**src/rtl/rxadm_pkg.sv**
```systemverilog
package rxadm_pkg;
  typedef enum logic [1:0] {ST_IDLE, ST_TAKE, ST_DROP} adm_state_e;
  localparam int NFLAGS     = 5;
  localparam int FL_FRERR   = 0;
  localparam int FL_ABORT   = 1;
  localparam int FL_BYTEOVF = 2;
  localparam int FL_CNTOVF  = 3;
  localparam int FL_CUTOFF  = 4;
endpackage

```
**src/rtl/rxadm_byte_fifo.sv**
```systemverilog
module rxadm_byte_fifo #(
  parameter int DEPTH = 64,
  localparam int AW = $clog2(DEPTH),
  localparam int PW = AW + 1
) (
  input  logic          clk_i,
  input  logic          rst_ni,
  input  logic          wr_en_i,
  input  logic [7:0]    wr_data_i,
  input  logic          commit_i,
  input  logic          flush_i,
  input  logic          rd_en_i,
  output logic [7:0]    rd_data_o,
  output logic [PW-1:0] free_o,
  output logic [PW-1:0] avail_o
);
  logic [PW-1:0] wr_ptr_q, cmt_ptr_q, rd_ptr_q, wr_n, used;
  logic [7:0]    mem_q [DEPTH];

  assign wr_n    = wr_ptr_q + PW'(wr_en_i);
  assign used    = wr_ptr_q - rd_ptr_q;
  assign free_o  = PW'(DEPTH) - used;
  assign avail_o = cmt_ptr_q - rd_ptr_q;
  assign rd_data_o = mem_q[rd_ptr_q[AW-1:0]];

  always_ff @(posedge clk_i or negedge rst_ni) begin
    if (!rst_ni) begin
      wr_ptr_q  <= '0;
      cmt_ptr_q <= '0;
      rd_ptr_q  <= '0;
    end else begin
      wr_ptr_q <= flush_i ? cmt_ptr_q : wr_n;
      if (commit_i) cmt_ptr_q <= wr_n;
      if (rd_en_i && avail_o != '0) rd_ptr_q <= rd_ptr_q + PW'(1);
    end
  end

  always_ff @(posedge clk_i) begin
    if (wr_en_i) mem_q[wr_ptr_q[AW-1:0]] <= wr_data_i;
  end

  AST_NO_WRITE_FULL: assert property (@(posedge clk_i) disable iff (!rst_ni)
    wr_en_i |-> free_o != '0);
  AST_AVAIL_LE_USED: assert property (@(posedge clk_i) disable iff (!rst_ni)
    avail_o <= used);
  AST_FLUSH_ALONE: assert property (@(posedge clk_i) disable iff (!rst_ni)
    flush_i |-> !wr_en_i && !commit_i);
endmodule

```
**src/rtl/rxadm_rec_queue.sv**
```systemverilog
module rxadm_rec_queue #(
  parameter int DEPTH = 24,
  parameter int LW    = 7,
  localparam int IW = $clog2(DEPTH),
  localparam int CW = $clog2(DEPTH + 1)
) (
  input  logic          clk_i,
  input  logic          rst_ni,
  input  logic          push_i,
  input  logic [LW-1:0] push_len_i,
  input  logic          push_err_i,
  input  logic          push_trunc_i,
  input  logic          pop_i,
  output logic          valid_o,
  output logic [LW-1:0] len_o,
  output logic          err_o,
  output logic          trunc_o,
  output logic [CW-1:0] cnt_o
);
  logic [LW-1:0] len_mem [DEPTH];
  logic          err_mem [DEPTH];
  logic          trc_mem [DEPTH];
  logic [IW-1:0] head_q, tail_q;
  logic [CW-1:0] cnt_q;
  logic          pop_eff;

  assign valid_o = cnt_q != '0;
  assign pop_eff = pop_i && valid_o;
  assign cnt_o   = cnt_q;
  assign len_o   = len_mem[head_q];
  assign err_o   = err_mem[head_q];
  assign trunc_o = trc_mem[head_q];

  function automatic logic [IW-1:0] wrap_inc(logic [IW-1:0] p);
    return (p == IW'(DEPTH - 1)) ? '0 : p + IW'(1);
  endfunction

  always_ff @(posedge clk_i or negedge rst_ni) begin
    if (!rst_ni) begin
      head_q <= '0;
      tail_q <= '0;
      cnt_q  <= '0;
    end else begin
      if (push_i)  tail_q <= wrap_inc(tail_q);
      if (pop_eff) head_q <= wrap_inc(head_q);
      cnt_q <= cnt_q + CW'(push_i) - CW'(pop_eff);
    end
  end

  always_ff @(posedge clk_i) begin
    if (push_i) begin
      len_mem[tail_q] <= push_len_i;
      err_mem[tail_q] <= push_err_i;
      trc_mem[tail_q] <= push_trunc_i;
    end
  end

  AST_REC_BOUND: assert property (@(posedge clk_i) disable iff (!rst_ni)
    cnt_q <= CW'(DEPTH));
  AST_REC_NO_PUSH_FULL: assert property (@(posedge clk_i) disable iff (!rst_ni)
    push_i |-> cnt_q != CW'(DEPTH));
endmodule

```
**src/rtl/rxadm_status.sv**
```systemverilog
module rxadm_status
  import rxadm_pkg::*;
#(
  parameter int MISS_W = 16
) (
  input  logic              clk_i,
  input  logic              rst_ni,
  input  logic [NFLAGS-1:0] set_i,
  input  logic [NFLAGS-1:0] clr_i,
  input  logic [NFLAGS-1:0] en_i,
  input  logic              miss_inc_i,
  input  logic              miss_clr_i,
  output logic [NFLAGS-1:0] flags_o,
  output logic              irq_o,
  output logic [MISS_W-1:0] miss_o
);
  logic [NFLAGS-1:0] flags_q;
  logic [MISS_W-1:0] miss_q;

  always_ff @(posedge clk_i or negedge rst_ni) begin
    if (!rst_ni) begin
      flags_q <= '0;
      miss_q  <= '0;
    end else begin
      flags_q <= (flags_q & ~clr_i) | set_i;
      if (miss_clr_i)                   miss_q <= '0;
      else if (miss_inc_i && miss_q != '1) miss_q <= miss_q + MISS_W'(1);
    end
  end

  assign flags_o = flags_q;
  assign irq_o   = |(flags_q & en_i);
  assign miss_o  = miss_q;

  for (genvar g = 0; g < NFLAGS; g++) begin : g_sticky
    AST_FLAG_STICKY: assert property (@(posedge clk_i) disable iff (!rst_ni)
      flags_q[g] && !clr_i[g] |=> flags_q[g]);
  end
  AST_MISS_SAT: assert property (@(posedge clk_i) disable iff (!rst_ni)
    miss_q == '1 && !miss_clr_i |=> miss_q == '1);
  AST_MISS_CLR: assert property (@(posedge clk_i) disable iff (!rst_ni)
    miss_clr_i |=> miss_q == '0);
endmodule

```
**src/rtl/eth_rx_admit.sv**
```systemverilog
module eth_rx_admit
  import rxadm_pkg::*;
#(
  parameter int FIFO_DEPTH  = 64,
  parameter int MAX_FRAMES  = 24,
  parameter int RUNT_LEN    = 32,
  parameter int RESUME_FREE = 32,
  parameter int MISS_W      = 16,
  localparam int AW = $clog2(FIFO_DEPTH),
  localparam int PW = AW + 1
) (
  input  logic              clk_i,
  input  logic              rst_ni,
  input  logic              rx_valid_i,
  input  logic [7:0]        rx_data_i,
  input  logic              rx_last_i,
  input  logic              rx_err_i,
  input  logic              byte_pop_i,
  output logic [7:0]        byte_data_o,
  output logic [PW-1:0]     byte_avail_o,
  input  logic              rec_pop_i,
  output logic              rec_valid_o,
  output logic [PW-1:0]     rec_len_o,
  output logic              rec_err_o,
  output logic              rec_trunc_o,
  input  logic              wb_done_i,
  input  logic [4:0]        flag_clr_i,
  input  logic [4:0]        irq_en_i,
  output logic [4:0]        flags_o,
  output logic              irq_o,
  input  logic              miss_clr_i,
  output logic [MISS_W-1:0] miss_cnt_o
);
  localparam int CW = $clog2(MAX_FRAMES + 1);
  localparam logic [PW-1:0] RUNT_W   = PW'(RUNT_LEN);
  localparam logic [PW-1:0] RESUME_W = PW'(RESUME_FREE);
  localparam logic [CW-1:0] MAXF_W   = CW'(MAX_FRAMES);

  adm_state_e    state_q, state_d;
  logic [PW-1:0] len_q, len_base, len_n, free;
  logic [CW-1:0] rec_cnt;
  logic          blocked_q, blk_eff;
  logic          start, space_ovf, cnt_ovf, take, cut, end_ok, flush, commit, wr_en;
  logic          wb_pend_q, wb_err_q, wb_trunc_q, rec_pop_eff;
  logic [NFLAGS-1:0] flag_set;

  // admission is decided on the first byte only
  assign start     = rx_valid_i && state_q == ST_IDLE;
  assign blk_eff   = blocked_q && free < RESUME_W;
  assign space_ovf = start && (blk_eff || free == '0);
  assign cnt_ovf   = start && !space_ovf && rec_cnt == MAXF_W;
  assign take      = rx_valid_i && (state_q == ST_TAKE || (start && !space_ovf && !cnt_ovf));
  assign len_base  = start ? '0 : len_q;
  assign len_n     = len_base + PW'(1);
  assign cut       = take && free == '0;
  assign end_ok    = take && !cut && rx_last_i;
  assign flush     = end_ok && rx_err_i && len_n < RUNT_W;
  assign commit    = (end_ok && !flush) || cut;
  assign wr_en     = take && !cut && !flush;

  always_comb begin
    state_d = state_q;
    if (space_ovf || cnt_ovf)            state_d = rx_last_i ? ST_IDLE : ST_DROP;
    else if (take)                       state_d = rx_last_i ? ST_IDLE : (cut ? ST_DROP : ST_TAKE);
    else if (state_q == ST_DROP && rx_valid_i && rx_last_i) state_d = ST_IDLE;
  end

  always_ff @(posedge clk_i or negedge rst_ni) begin
    if (!rst_ni) begin
      state_q   <= ST_IDLE;
      len_q     <= '0;
      blocked_q <= 1'b0;
    end else begin
      state_q <= state_d;
      if (take && !cut) len_q <= len_n;
      if (space_ovf || cut)                blocked_q <= 1'b1;
      else if (blocked_q && free >= RESUME_W) blocked_q <= 1'b0;
    end
  end

  assign rec_pop_eff = rec_pop_i && rec_valid_o;

  always_ff @(posedge clk_i or negedge rst_ni) begin
    if (!rst_ni) begin
      wb_pend_q  <= 1'b0;
      wb_err_q   <= 1'b0;
      wb_trunc_q <= 1'b0;
    end else if (rec_pop_eff) begin
      wb_pend_q  <= 1'b1;
      wb_err_q   <= rec_err_o;
      wb_trunc_q <= rec_trunc_o;
    end else if (wb_done_i) begin
      wb_pend_q  <= 1'b0;
    end
  end

  always_comb begin
    flag_set             = '0;
    flag_set[FL_FRERR]   = wb_done_i && wb_pend_q && wb_err_q;
    flag_set[FL_ABORT]   = wb_done_i && wb_pend_q && wb_err_q;
    flag_set[FL_CUTOFF]  = wb_done_i && wb_pend_q && wb_trunc_q;
    flag_set[FL_BYTEOVF] = space_ovf;
    flag_set[FL_CNTOVF]  = cnt_ovf;
  end

  rxadm_byte_fifo #(.DEPTH(FIFO_DEPTH)) u_fifo (
    .clk_i, .rst_ni,
    .wr_en_i(wr_en), .wr_data_i(rx_data_i), .commit_i(commit), .flush_i(flush),
    .rd_en_i(byte_pop_i), .rd_data_o(byte_data_o), .free_o(free), .avail_o(byte_avail_o)
  );

  rxadm_rec_queue #(.DEPTH(MAX_FRAMES), .LW(PW)) u_recq (
    .clk_i, .rst_ni,
    .push_i(commit), .push_len_i(cut ? len_base : len_n),
    .push_err_i(!cut && rx_err_i), .push_trunc_i(cut),
    .pop_i(rec_pop_i), .valid_o(rec_valid_o), .len_o(rec_len_o),
    .err_o(rec_err_o), .trunc_o(rec_trunc_o), .cnt_o(rec_cnt)
  );

  rxadm_status #(.MISS_W(MISS_W)) u_stat (
    .clk_i, .rst_ni,
    .set_i(flag_set), .clr_i(flag_clr_i), .en_i(irq_en_i),
    .miss_inc_i(space_ovf || cnt_ovf), .miss_clr_i(miss_clr_i),
    .flags_o(flags_o), .irq_o(irq_o), .miss_o(miss_cnt_o)
  );

  AST_DROP_HOLDS: assert property (@(posedge clk_i) disable iff (!rst_ni)
    state_q == ST_DROP && !(rx_valid_i && rx_last_i) |=> state_q == ST_DROP);
  AST_WB_FLAGS: assert property (@(posedge clk_i) disable iff (!rst_ni)
    wb_done_i && wb_pend_q && wb_err_q |=> flags_o[FL_FRERR] && flags_o[FL_ABORT]);
  AST_OVF_NO_WRITE: assert property (@(posedge clk_i) disable iff (!rst_ni)
    space_ovf || cnt_ovf |=> byte_avail_o <= $past(byte_avail_o));
endmodule

```
**config.mk**
```make
export PLATFORM = sky130hd
export DESIGN_NAME = eth_rx_admit
export DESIGN_NICKNAME = d
export VERILOG_FILES = /design/src/rtl/rxadm_pkg.sv /design/src/rtl/rxadm_byte_fifo.sv /design/src/rtl/rxadm_rec_queue.sv /design/src/rtl/rxadm_status.sv /design/src/rtl/eth_rx_admit.sv
export SDC_FILE = /design/constraint.sdc
export NUM_CORES = 1
export LEC_CHECK = 0
export BUFFER_PORTS_ARGS = -buffer_cell sky130_fd_sc_hd__buf_2
export CAP_MARGIN = 20
export CORE_MARGIN = 2
export CORE_UTILIZATION = 56
export CTS_CLUSTER_DIAMETER = 100
export CTS_CLUSTER_SIZE = 16
export DETAILED_ROUTE_END_ITERATION = 16
export PLACE_DENSITY = 0.79
export SETUP_SLACK_MARGIN = 0.15
export SLEW_MARGIN = 40
export SYNTH_ARGS = -nofsm -noshare
export SYNTH_HDL_FRONTEND = slang
export SYNTH_SLANG_ARGS = --single-unit
```
**constraint.sdc**
```tcl
create_clock -name clk_i -period 5.4 [get_ports clk_i]
set_input_delay 0.27 -clock clk_i [delete_from_list [all_inputs] [get_ports clk_i]]
set_output_delay 0.27 -clock clk_i [all_outputs]
set_load 0.03 [all_outputs]
```
==> impl_metrics.env, run 1 <==
export IMPL_status="complete, no violations"
export IMPL_grt_pass1_wl_um=109000
export IMPL_maxSlewHeadroom_pct=41.4
export IMPL_whs_ns=0.0388
export IMPL_synthCells=1638
export IMPL_synth_fp_nets=1702
export IMPL_finClkSkew_ns=0.0217
export IMPL_finalSetupViolCount=0
export IMPL_holdPathEnd="u_fifo.rd_ptr_q[3]$_DFFE_PN0P_"
export IMPL_grt_max_degree=71
export IMPL_hpwl_um=44100
export IMPL_rsz0062_at_grt="true"
export IMPL_drc=0
export IMPL_start_util_pct=56.5
export IMPL_die_y_um=245
export IMPL_cts_sinks=798
export IMPL_rrSetupSlack_ns=0.38
export IMPL_postRouteWirelength_um=71500
export IMPL_rows=88
export IMPL_tightest_slew_ns=0.875
export IMPL_synth_seq_area_share_pct=72.7
export IMPL_post_drt_wl_per_cell_um=28.1
export IMPL_clk_path_buf_depth=3
export IMPL_hold_depth=4
export IMPL_hp_start="byte_pop_i"
export IMPL_multi_input_area_mm2=0.00842
export IMPL_required_ns=5.65
export IMPL_ys_warn_count=0
export IMPL_finalHoldViolCount=0
export IMPL_syn_area_per_cell_um2=19.8
export IMPL_overflow=0
export IMPL_power_leakage_nw=11.6
export IMPL_peakVddDrop_mv=0.625
export IMPL_vias=16527
export IMPL_fillers=3864
export IMPL_antenna_found_initial=0
export IMPL_cts_htree_levels=2
export IMPL_dr_pass1_iters=5
export IMPL_fin_util_pct=61.9
export IMPL_drtIter0Drc=1883
export IMPL_cts_root_buf="clkbuf_16"
export IMPL_ant_nets=0
export IMPL_drive_gt1_share_pct=25.5
export IMPL_die_x_um=245
export IMPL_fin_cells=2545
export IMPL_ys_async_sr_fraction_pct=8.77
export IMPL_powerDensity_mw_per_mm2=525
export IMPL_r2r_start="u_fifo.wr_ptr_q[1]$_DFF_PN0_"
export IMPL_final_nets=1822
export IMPL_period_minus_slack_ns=5.02
export IMPL_dieArea_mm2=0.0599
export IMPL_synth_ff_type="edfxtp_1"
export IMPL_min_path_type="in2reg"
export IMPL_regArea_mm2=0.0236
export IMPL_numCtsBuffers=55
export IMPL_worstPathArrival_ns=5.27
export IMPL_synth_seq_cells=798
export IMPL_portBuffers=73
export IMPL_clk_latency_ns=0.62
export IMPL_synth_edf_count=728
export IMPL_crit_path_start_kind="register"
export IMPL_cts_clk_slew_worst_paths_ns=0.07
export IMPL_dp_cells=2454
export IMPL_mostFrequentLayoutCells="edfxtp_1 (728), mux4_2 (231), nor2_1 (115)"
export IMPL_cts_tree="yes"
export IMPL_synthDistinctLibCells=62
export IMPL_gr_usage_met3_pct=3.72
export IMPL_grt_busiest_layer="met2"
export IMPL_fin_crit_sh_pct=93.0
export IMPL_layout_commonest_cell="edfxtp_1"
export IMPL_crit_path_end_kind="register"
export IMPL_r2r_end="u_fifo.mem_q[28][6]$_DFFE_PP_"
export IMPL_drv_cap=0
export IMPL_grt_usage_pct=24.6
export IMPL_finalSetupTns_ns=0
export IMPL_reg2reg_depth=11
export IMPL_grt_pass1_vias=17001
export IMPL_slew_viol_final=0
export IMPL_worstSetupPathType="reg2reg"
export IMPL_diodes=0
export IMPL_finalWeightedCongestion=0.851
export IMPL_design_core_area_mm2=0.0575
export IMPL_met1_usage_pct=33.2
export IMPL_viasPerCell=6.49
export IMPL_cp_max_fo=9
export IMPL_max_freq_mhz=199
export IMPL_syn_to_final_growth_pct=9.68
export IMPL_pin_count=74
export IMPL_met2_usage_pct=41.7
export IMPL_synth_area_mm2=0.0325
-- critical path: stages (launching register included) --
cell      delay [ns]
dfrtp_1         0.45
inv_1           0.13
ha_1            0.29
ha_1            0.23
fa_1            0.50
xor2_1          0.24
nor4_1          0.13
nor2_1          0.37
o21ai_0         0.26
a211oi_2        0.63
nand4_1         0.59
nor2_1          0.82
-- final cells by class --
type	instances	area share [%]
tap	765	2.69
clock inverter	2	0.0808
sequential	798	66.4
timing repair buffer	141	2.67
multi-input combinational	722	23.6
clock buffer	77	4.13
inverter	40	0.429
-- per-layer routing --
layer	up-vias	wire [um]
met5	-	0
met2	876	36800
met1	8643	27100
met4	0	2140
met3	139	5570
li1	6869	-
-- sequential cells by signal, indices dropped and copies added, names as in the netlist, 7 cells and up --
name,flops
len_q,7
u_fifo.wr_ptr_q,7
u_fifo.rd_ptr_q,7
u_stat.miss_o,16
u_recq.len_mem,168
u_fifo.cmt_ptr_q,7
u_fifo.mem_q,512
u_recq.err_mem,24
u_recq.trc_mem,24
-- how the worst max path moves through the flow --
| stage | from | end | slack, ns |
|---|---|---|---|
| floorplan | u_fifo.rd_ptr_q[0]$_DFFE_PN0P_ | u_recq.err_mem[23]$_DFFE_PP_ | 0.29 |
| finish | u_fifo.wr_ptr_q[1]$_DFF_PN0_ | u_fifo.mem_q[28][6]$_DFFE_PP_ | 0.38 |
| detailed placement | u_fifo.wr_ptr_q[1]$_DFF_PN0_ | u_recq.len_mem[17][1]$_DFFE_PP_ | 0.54 |
| CTS | u_fifo.wr_ptr_q[1]$_DFF_PN0_ | u_recq.len_mem[21][3]$_DFFE_PP_ | 0.51 |
| global placement | u_fifo.wr_ptr_q[1]$_DFF_PN0_ | u_recq.cnt_o[4]$_DFF_PN0_ | 0.75 |
| global route | u_fifo.wr_ptr_q[1]$_DFF_PN0_ | u_recq.len_mem[0][3]$_DFFE_PP_ | 0.13 |
-- Yosys cell counts (all sizes together), types with 2 or more instances --
cell	count	area (um^2)
a21o	3	22.5
buf	34	159
o21a	7	52.6
xor2	6	52.6
fa	3	60.1
nor3	17	85.1
dfrtp	70	1750
mux2i	10	100
nor2	117	439
mux2	16	191
clkinv	2	7.51
nor4	11	75.1
nand3	25	125
nand2	49	184
inv	38	143
a32o	2	20.0
nor2b	12	75.1
nand4	16	100
clkbuf	44	165
o32ai	3	26.3
mux4	231	5200
o211a	3	30.0
o31a	2	17.5
or4	2	18.8
o21ai	22	110
ha	34	425
a21oi	24	124
nand2b	2	12.5
and3	23	144
or3	9	56.3
and2	2	12.5
o2111ai	3	26.3
and3b	2	17.5
o211ai	3	22.5
xnor2	38	333
nor3b	6	45.0
a211oi	3	27.5
edfxtp	728	21900
-- kinds of logic after synthesis --
logic type	share of synthesized area, %
XOR/XNOR	1.19
buffers and inverters	1.46
AO/OA/AOI/OAI	1.75
AND/OR/NAND/NOR	4.44
adder cells (fa/ha/maj)	1.50
multiplexers	16.9
flip-flops	72.7
-- power by group --
group	internal (mW)	switching, mW
combinational	2.84	4.24
clock	1.88	1.94
sequential	7.41	0.383
total	12.1	6.55
-- per-stage QoR --
step | setup slack [ns] | area, um^2 | power (mW)
finish | 0.376 | 35600 | 18.7
floorplan | 0.291 | 32500 | 12.7
global placement | 0.747 | 33900 | 14.7
CTS | 0.512 | 35600 | 18.8
detailed placement | 0.541 | 34000 | 14.9
global route | 0.132 | 35600 | 19.4
-- repair_timing --
| item | CTS | global route |
|---|---|---|
| setup endpoints to repair | 0 | 62 |
| hold endpoints to repair | 90 | 0 |
| buffers inserted | 0 | 0 |
| gates resized for setup | 0 | 2 |
| hold buffers | 12 | 0 |
(Power assumes the default switching activity.)
==> run 2: changes to the inputs <==
--- a/config.mk
+++ b/config.mk
@@ -6,13 +6,13 @@
 export NUM_CORES = 1
 export LEC_CHECK = 0
 export BUFFER_PORTS_ARGS = -buffer_cell sky130_fd_sc_hd__buf_2
-export CAP_MARGIN = 20
 export CORE_MARGIN = 2
-export CORE_UTILIZATION = 56
+export CORE_UTILIZATION = 58
+export CTS_BUF_LIST = sky130_fd_sc_hd__clkbuf_4 sky130_fd_sc_hd__clkbuf_8
 export CTS_CLUSTER_DIAMETER = 100
 export CTS_CLUSTER_SIZE = 16
 export DETAILED_ROUTE_END_ITERATION = 16
-export PLACE_DENSITY = 0.79
+export PLACE_DENSITY = 0.82
 export SETUP_SLACK_MARGIN = 0.15
 export SLEW_MARGIN = 40
 export SYNTH_ARGS = -nofsm -noshare
==> run 2 against run 1 <==
Count of clock-buffer cells in the layout increased by 2. Sequential cell count unchanged. First-iteration DRC count down 2.1%. Critical path type unchanged. Critical path depth rose by 2. Global-route usage fell by 0.25 points. Clock skew up 0.0066 ns. Fmax is 1.4% higher. Highest routed layer unchanged.
==> impl_metrics.env, run 2 (synthesis gave the netlist of run 1 again) <==
export IMPL_regArea_mm2=0.0236
export IMPL_whs_ns=0.108
export IMPL_finalWeightedCongestion=0.843
export IMPL_antenna_found_initial=2
export IMPL_drtIter0Drc=1844
export IMPL_pin_count=74
export IMPL_cts_htree_levels=2
export IMPL_fillers=3536
export IMPL_numCtsBuffers=55
export IMPL_grt_pass1_vias=16417
export IMPL_finalSetupTns_ns=0
export IMPL_largest_reg_flops=512
export IMPL_cts_clk_slew_worst_paths_ns=0.12
export IMPL_slew_viol_final=0
export IMPL_max_freq_mhz=202
export IMPL_design_area_mm2=0.0351
export IMPL_fin_crit_sh_pct=91.7
export IMPL_p_int_mw=11.4
export IMPL_clk_path_buf_depth=3
export IMPL_dieArea_mm2=0.0579
export IMPL_cts_root_buf="clkbuf_8"
export IMPL_grt_pass1_wl_um=103000
export IMPL_drive_gt1_share_pct=26.8
export IMPL_die_x_um=241
export IMPL_grt_max_degree=73
export IMPL_grt_usage_pct=24.3
export IMPL_placed_cell_area_mm2=0.0340
export IMPL_status="complete, no violations"
export IMPL_rsz0062_at_grt="false"
export IMPL_start_util_pct=58.8
export IMPL_worstSetupPathType="reg2reg"
export IMPL_vias=16250
export IMPL_cts_tree="yes"
export IMPL_maxSlewHeadroom_pct=41.3
export IMPL_switching_power_mw=6.35
export IMPL_layout_commonest_cell="edfxtp_1"
export IMPL_peakVddDrop_mv=0.337
export IMPL_post_cts_buffers=0
export IMPL_hpwl_um=43500
export IMPL_powerDensity_mw_per_mm2=504
export IMPL_finClkSkew_ns=0.0283
export IMPL_die_y_um=241
export IMPL_period_minus_slack_ns=4.95
export IMPL_finalSetupViolCount=0
export IMPL_design_core_area_mm2=0.0552
export IMPL_mostFrequentLayoutCells="edfxtp_1 (728), mux4_2 (231), nor2_1 (117)"
export IMPL_crit_path_start_kind="register"
export IMPL_clock_power_share_pct=16.5
export IMPL_overflow=0
export IMPL_worstPathArrival_ns=5.30
export IMPL_min_path_type="in2async"
export IMPL_tightest_slew_ns=0.878
export IMPL_final_nets=1831
export IMPL_multi_input_area_mm2=0.00842
export IMPL_power_leakage_nw=11.5
export IMPL_clk_latency_ns=0.72
export IMPL_rows=86
export IMPL_finalHoldViolCount=0
export IMPL_power_switching_fraction_pct=35.8
export IMPL_postRouteWirelength_um=68300
export IMPL_drc=0
export IMPL_ant_nets=0
export IMPL_cp_max_fo=31
export IMPL_crit_path_end_kind="register"
export IMPL_dr_pass1_iters=7
export IMPL_combinationalPowerShare_pct=39.3
export IMPL_required_ns=5.74
export IMPL_cts_sinks=798
export IMPL_drv_cap=0
export IMPL_viasPerCell=6.39
export IMPL_portBuffers=73
export IMPL_seqPwrFrac_pct=44.2
export IMPL_syn_to_final_growth_pct=8.19
export IMPL_post_drt_wl_per_cell_um=26.9
run 2: power by group through the flow:
| stage | logic [mW] | clock network [mW] | registers [mW] |
|---|---|---|---|
| 2_1_floorplan | 4.94 | 0 | 7.71 |
| 3_3_place_gp | 6.76 | 0 | 7.93 |
| 3_5_place_dp | 6.95 | 0 | 7.96 |
| 4_1_cts | 6.99 | 2.97 | 7.83 |
| 5_1_grt | 7.39 | 3.17 | 7.89 |
| 6_report | 6.97 | 2.92 | 7.83 |
run 2: final cells by class:
type | instances | area share [%]
antenna | 2 | 0.0142
clock buffer | 79 | 2.69
clock inverter | 3 | 0.0641
inverter | 40 | 0.427
multi-input combinational | 722 | 24.0
sequential | 798 | 67.3
tap | 748 | 2.66
timing repair buffer | 150 | 2.89
run 2: final timing paths:
path,start,end,slack [ns],depth (start not counted)
setup / recovery,u_fifo.wr_ptr_q[1]$_DFF_PN0_,u_recq.len_mem[21][2]$_DFFE_PP_,0.45,13
hold reg to reg,wb_trunc_q$_DFFE_PN0P_,wb_trunc_q$_DFFE_PN0P_,0.50,2
min in group clk_i,rx_err_i,u_recq.tail_q[0]$_DFFE_PN0P_,0.23,5
max in group asynchronous,rst_ni,u_fifo.rd_ptr_q[1]$_DFFE_PN0P_,4.72,2
setup reg to reg,u_fifo.wr_ptr_q[1]$_DFF_PN0_,u_recq.len_mem[21][2]$_DFFE_PP_,0.45,13
hold / removal,rst_ni,wb_err_q$_DFFE_PN0P_,0.11,2
run 2: layer usage:
metal / global-route usage [%] / share of wire, % / vias up
met5: 0 / 0 / -
met4: 6.89 / 2.7 / 0
met3: 3.92 / 7.5 / 110
met2: 40.8 / 51 / 765
met1: 33.7 / 39 / 8505
li1: - / - / 6870
run 2: critical path, stage by stage (launching register included):
cell and delay [ns]:
dfrtp_1 0.46, inv_1 0.13, ha_1 0.30, ha_1 0.23, fa_1 0.51, or4b_1 0.54, a2111oi_1 0.63, nor2_1 0.25
nor2_1 0.20, nand3_1 0.17, inv_1 0.12, or2_1 0.13, buf_4 0.35, and3_1 0.55
run 2: through the flow:
stage | cells | util, % | power (mW) | setup WS [ns]
after global placement | 2440 | 61.4 | 14.7 | 0.758
after CTS | 2540 | 63.6 | 17.8 | 0.500
final | 2542 | 63.6 | 17.7 | 0.447
after detailed placement | 2441 | 61.5 | 14.9 | 0.567
after floorplan | 1638 | - | 12.7 | 0.291
after global routing | 2541 | 63.6 | 18.4 | 0.158
run 2: repair_timing:
item / 4_1_cts / 5_1_grt
resized for setup: 0 / 0
hold endpoints to repair: 105 / 0
hold buffers: 17 / 0
